==> src/rtl/urb_pkg.sv <==
package urb_pkg;

    typedef enum logic [1:0] {
        TRIG_1  = 2'd0,
        TRIG_4  = 2'd1,
        TRIG_8  = 2'd2,
        TRIG_14 = 2'd3
    } trig_sel_e;

    typedef struct packed {
        logic ready;
        logic brk;
        logic ovr;
        logic pend;
    } rx_flags_t;

    function automatic logic [7:0] trig_bytes(trig_sel_e sel);
        case (sel)
            TRIG_1:  return 8'd1;
            TRIG_4:  return 8'd4;
            TRIG_8:  return 8'd8;
            default: return 8'd14;
        endcase
    endfunction

endpackage

==> src/rtl/urb_store.sv <==
module urb_store #(
    parameter int DEPTH = 16,
    parameter int DW    = 8,
    localparam int AW   = $clog2(DEPTH),
    localparam int CW   = $clog2(DEPTH + 1)
) (
    input  logic          clk,
    input  logic          rst,
    input  logic          clr,
    input  logic          push,
    input  logic          pop,
    input  logic [DW-1:0] wdata,
    output logic [DW-1:0] head,
    output logic [CW-1:0] count
);

    logic [DW-1:0] mem [DEPTH];
    logic [AW-1:0] wr_ptr, rd_ptr;

    function automatic logic [AW-1:0] bump(logic [AW-1:0] p);
        return (p == AW'(DEPTH - 1)) ? '0 : p + 1'b1;
    endfunction

    always_ff @(posedge clk) begin
        if (push) mem[wr_ptr] <= wdata;
    end

    always_ff @(posedge clk) begin
        if (rst || clr) begin
            wr_ptr <= '0;
            rd_ptr <= '0;
            count  <= '0;
        end else begin
            if (push) wr_ptr <= bump(wr_ptr);
            if (pop)  rd_ptr <= bump(rd_ptr);
            count <= count + CW'(push) - CW'(pop);
        end
    end

    assign head = mem[rd_ptr];

endmodule

==> src/rtl/urb_timer.sv <==
module urb_timer #(
    parameter int CCW  = 16,
    localparam int TW  = CCW + 2
) (
    input  logic           clk,
    input  logic           rst,
    input  logic           clr,
    input  logic           restart,
    input  logic [CCW-1:0] char_cycles,
    output logic           expire
);

    logic          armed;
    logic [TW-1:0] tmr;
    logic [TW-1:0] limit;

    assign limit  = {char_cycles, 2'b00};
    assign expire = armed && !restart && !clr && (tmr == limit - 1'b1);

    always_ff @(posedge clk) begin
        if (rst || clr) begin
            armed <= 1'b0;
            tmr   <= '0;
        end else if (restart) begin
            armed <= 1'b1;
            tmr   <= '0;
        end else if (expire) begin
            armed <= 1'b0;
        end else if (armed) begin
            tmr <= tmr + 1'b1;
        end
    end

endmodule

==> src/rtl/uart_rx_buffer.sv <==
module uart_rx_buffer
    import urb_pkg::*;
#(
    parameter int DEPTH = 16,
    parameter int DW    = 8,
    parameter int CCW   = 16,
    localparam int CW   = $clog2(DEPTH + 1)
) (
    input  logic           clk,
    input  logic           rst,
    input  logic           rx_valid,
    input  logic [DW-1:0]  rx_data,
    input  logic           rx_break,
    input  logic           rd_en,
    output logic [DW-1:0]  rd_data,
    input  logic           stat_rd,
    input  logic           cfg_wr,
    input  logic           cfg_fifo_en,
    input  logic           cfg_rx_reset,
    input  logic [1:0]     cfg_trig,
    input  logic [CCW-1:0] char_cycles,
    output logic [CW-1:0]  rx_count,
    output logic           data_ready,
    output logic           break_seen,
    output logic           overrun,
    output logic           timeout_pend,
    output logic [CW-1:0]  rx_room
);

    logic          fifo_on;
    trig_sel_e     trig;
    rx_flags_t     flags, flags_n;
    logic [DW-1:0] hold_q;

    logic          ctl_clear, live, take;
    logic [DW-1:0] in_byte, q_head;
    logic [CW-1:0] q_count, left, lvl;
    logic          q_push, q_pop, t_restart, t_expire;

    always_comb begin
        ctl_clear = cfg_wr && (cfg_rx_reset || (cfg_fifo_en != fifo_on));
        live      = !ctl_clear;
        take      = rx_valid || rx_break;
        in_byte   = rx_break ? '0 : rx_data;
        q_pop     = live && fifo_on && rd_en && (q_count != '0);
        left      = q_count - CW'(q_pop);
        q_push    = live && fifo_on && take && (left != CW'(DEPTH));
        t_restart = live && fifo_on && ((rd_en && left != '0) || take);
        lvl       = CW'(trig_bytes(trig));
    end

    urb_store #(.DEPTH(DEPTH), .DW(DW)) store_i (
        .clk   (clk),
        .rst   (rst),
        .clr   (ctl_clear),
        .push  (q_push),
        .pop   (q_pop),
        .wdata (in_byte),
        .head  (q_head),
        .count (q_count)
    );

    urb_timer #(.CCW(CCW)) timer_i (
        .clk         (clk),
        .rst         (rst),
        .clr         (ctl_clear),
        .restart     (t_restart),
        .char_cycles (char_cycles),
        .expire      (t_expire)
    );

    // Next flag state for a cycle without a clear: status clear, then read, then arrival.
    always_comb begin
        flags_n = flags;
        if (stat_rd) begin
            flags_n.ovr = 1'b0;
            flags_n.brk = 1'b0;
        end
        if (rd_en) begin
            flags_n.pend = 1'b0;
            if (!fifo_on || left == '0) begin
                flags_n.ready = 1'b0;
                flags_n.brk   = 1'b0;
            end
        end
        if (take) begin
            if (fifo_on ? (left == CW'(DEPTH)) : flags_n.ready) flags_n.ovr = 1'b1;
            flags_n.ready = 1'b1;
            if (rx_break) flags_n.brk = 1'b1;
        end
        if (t_expire && q_count != '0 && !rd_en) flags_n.pend = 1'b1;
    end

    always_ff @(posedge clk) begin
        if (rst) begin
            flags   <= '0;
            fifo_on <= 1'b0;
            trig    <= TRIG_1;
            hold_q  <= '0;
        end else if (ctl_clear) begin
            flags.ready <= 1'b0;
            flags.brk   <= 1'b0;
            flags.pend  <= 1'b0;
            fifo_on     <= cfg_fifo_en;
            trig        <= trig_sel_e'(cfg_trig);
        end else begin
            flags <= flags_n;
            if (cfg_wr) trig <= trig_sel_e'(cfg_trig);
            if (!fifo_on && take) hold_q <= in_byte;
        end
    end

    always_comb begin
        if (fifo_on) begin
            rx_count = q_count;
            rd_data  = (q_count != '0) ? q_head : '0;
            if (q_count == CW'(DEPTH))  rx_room = '0;
            else if (q_count <= lvl)    rx_room = lvl - q_count;
            else                        rx_room = CW'(1);
        end else begin
            rx_count = CW'(flags.ready);
            rd_data  = hold_q;
            rx_room  = flags.ready ? '0 : CW'(1);
        end
    end

    assign data_ready   = flags.ready;
    assign break_seen   = flags.brk;
    assign overrun      = flags.ovr;
    assign timeout_pend = flags.pend;

endmodule

==> config.mk <==
export PLATFORM = sky130hd
export DESIGN_NAME = uart_rx_buffer
export DESIGN_NICKNAME = d
export VERILOG_FILES = /design/src/rtl/urb_pkg.sv /design/src/rtl/urb_store.sv /design/src/rtl/urb_timer.sv /design/src/rtl/uart_rx_buffer.sv
export SDC_FILE = /design/constraint.sdc
export NUM_CORES = 1
export LEC_CHECK = 0
export BUFFER_PORTS_ARGS = -buffer_cell sky130_fd_sc_hd__buf_2
export CAP_MARGIN = 20
export CORE_ASPECT_RATIO = 1.2
export CORE_MARGIN = 2
export CORE_UTILIZATION = 40
export DETAILED_ROUTE_END_ITERATION = 8
export SLEW_MARGIN = 20
export SYNTH_ARGS = -nofsm -noshare
export SYNTH_HDL_FRONTEND = slang
export SYNTH_SLANG_ARGS = --single-unit
==> constraint.sdc <==
create_clock -name clk -period 4.3 [get_ports clk]
set_input_delay 0 -clock clk [delete_from_list [all_inputs] [get_ports clk]]
set_output_delay 0 -clock clk [all_outputs]
set_load 0.005 [all_outputs]
==> flow_summary.toml <==
[finish]
antennaDiodeCount = 0
areaGrowthSynthToFinish_pct = 15.76
multiInputGateArea_sq_um = 3307
mostFrequentLayoutCell = "edfxtp_1"
drive_gt1_share_pct = 23.44
layout_common_cells = "128 x edfxtp_1, 56 x buf_2, 49 x dfxtp_1, 48 x nor2_1, 40 x mux4_2"
nFillCells = 1832
finalNonFillerCells = 969
regArea_sq_um = 4867
final_nets = 748

[yosys]
synth.distinct_cells = 63
seq_area_frac_synth_pct = 58.14
yosysTopAreaCell = "edfxtp_1"
yosysTopAreaCellShare_pct = 45.94
synth_nets = 676
synth-edff-count = 128
synthesis.area_sq_um = 8367
synth_area_per_cell_sq_um = 13.52
async_reset_ff_share_pct = 0
yosys_warnings = 0
synth_ff_type = "edfxtp_1"
synth.area.top_cells = "edfxtp_1 46%, dfxtp_1 12%, mux4_2 11%"
netlist_instances = 619
ys_ff_latch = 179

[timing]
holdWs_ps = 110.4
tightest_slew_ps = 881.0
tns_ps = 0
period_share_pct = 91.59
rsz0062_at_grt = "false"
max_slew_margin_pct = 41.27
final_max_slew_viol_count = 0
period_needed_ps = 3938
fmax_ghz = 0.2539
worst_clock_skew_ps = 13.46
finalHoldViolations = 0
setup_violations = 0

[setup_path]
crit_arrival_ps = 4240
critPathKind = "flop to flop"
max_stage_delay_ps = 530
required_ps = 4610
crit_family = "compound AO/OA/AOI/OAI gates"
crit_fanout = 12
end_kind = "flop"
crit_chain = "inv_1 -> ha_1 -> nand3b_1 -> and3_1 -> ha_1 -> inv_1 -> ha_1 -> inv_1 -> o2111ai_1 -> nand3b_1 -> a311oi_1 -> nand4b_2 -> o21ai_2 -> mux2i_1 -> nor2_1"
crit_buf_inv = 3
cp_slowest_cell = "a311oi_1"
cp-start-kind = "flop"

[floorplan]
initial_core_util_pct = 41.02
core_sq_um = 20400
io_pins = 57
die_h_microns = 162.4
die_x_microns = 136.0
die-area_sq_um = 22090
fp-row-count = 57

[power]
power.density_nw_per_um2 = 376.4
p_leak_nw = 3.309
irDropWorstVdd_mv = 0.2852
power_mw = 3.646

[clocking]
cts.sinks = 179
tritoncts = "done"
clock_latency_ps = 430
clock-root-buffer = "clkbuf_16"
cts_max_level = 4
cts_made_buffers = 17
postCtsSetupBuffers = 0
clk_pin_slew_worst_paths_ps = 80
post_cts_resized = 0
cts_buffer_depth = 2

[global_route]
grt_usage_pct = 17.12
grt_pass1_vias = 5380
grt-ovfl-total = 0
antenna_found_initial = 0
grt_max_degree = 33
grt_pass1_wl_microns = 28680

[run]
max-cap-violations = 0

[drt]
postRouteAntennaNets = 0
post_drt_wl_per_cell_microns = 18.57
dr_total_vias = 5261
first_pass_iters = 6
routed_wl_microns = 18000
drt_iter0_drc = 324
viasPerCell = 5.429
drcViolationCount = 0

[placed_design]
routabilityCongestion = 0.8273
portBuffers = 56
place_hpwl_microns = 12910
dp.cells = 923

[status]
status = "finished, final reports clean"

[hold_path]
worstHoldPathType = "primary input to flop"
## where the power goes
group	total (mW)	internal (mW)	leakage, nW	switching, mW
sequential	1.86	1.85	1.55	0.00909
combinational	0.215	0.0885	1.46	0.126
clock	1.57	0.837	0.295	0.731
## routing by layer
metal	global-route usage, %	part of all wire, %	up-vias	wire length (microns)
met5	0	0	-	0
met4	6.297	2.1	0	373
met3	3.299	3.3	26	602
met2	29.33	51	98	9138
met1	21.47	44	2661	7883
li1	-	-	2476	-
## flip-flops by register name, summed over array words and instances, names as in the netlist, 2 cells and up, named ones only
register and count:
hold_q 8, store_i.count 5, store_i.mem 128, store_i.rd_ptr 4
store_i.wr_ptr 4, timer_i.tmr 18, trig 2
## final timing paths
path	from	end	slack [ps]	depth (start not counted)
hold reg to reg	hold_q[5]	hold_q[5]	500	2
setup / recovery	store_i.count[2]	timer_i.tmr[1]	360	15
hold / removal	rx_data[2]	store_i.mem[2][2]	110	2
setup reg to reg	store_i.count[2]	timer_i.tmr[1]	360	15
## repair_timing
action / in CTS / in global routing
hold buffers: 14 / 0
endpoints found under the setup margin: 0 / 0
endpoints found under the hold margin: 15 / 0
## cells in the mapped netlist (6+ instances only)
cell / number
ha_1: 20
inv_1: 29
a21oi_1: 19
nor2_1: 48
xor2_1: 17
nor2b_1: 11
or3_1: 12
dfxtp_1: 51
mux4_2: 40
o21ai_0: 16
xnor2_1: 15
nand3_1: 17
and3_1: 6
edfxtp_1: 128
nand4_1: 6
nand2_1: 29
or4_1: 7
nor3_1: 6
mux2i_1: 20
clkbuf_1: 14
and2_1: 23
## final cells by class
type	count	area share, %
inverter	29	1.124
timing repair buffer	76	4.806
sequential	179	50.25
multi-input combinational	388	34.14
clock buffer	17	4.392
tap	265	3.423
clock inverter	15	1.860
## logic make-up (layout without fill, tap and decap cells)
| logic type | Yosys count | after routing | synth area share [%] |
|---|---|---|---|
| compound gates | 75 | 75 | 5.773 |
| xor+xnor | 32 | 32 | 3.350 |
| fa+ha+maj | 22 | 22 | 3.469 |
| buf+inv | 52 | 137 | 2.572 |
| flops | 179 | 179 | 58.14 |
| mux | 63 | 63 | 13.56 |
| simple gates | 196 | 196 | 13.13 |
## stage by stage
step | worst slack (ps) | area, sq um | util [%]
global route | 5.247 | 9686 | 47.49
detailed placement | 358.0 | 8920 | 43.73
floorplan | 624.9 | 8367 | -
CTS | 308.4 | 9666 | 47.39
finish | 361.6 | 9686 | 47.49
global placement | 549.9 | 8920 | 43.73
Note: power is estimated with default switching activity, not from simulation.
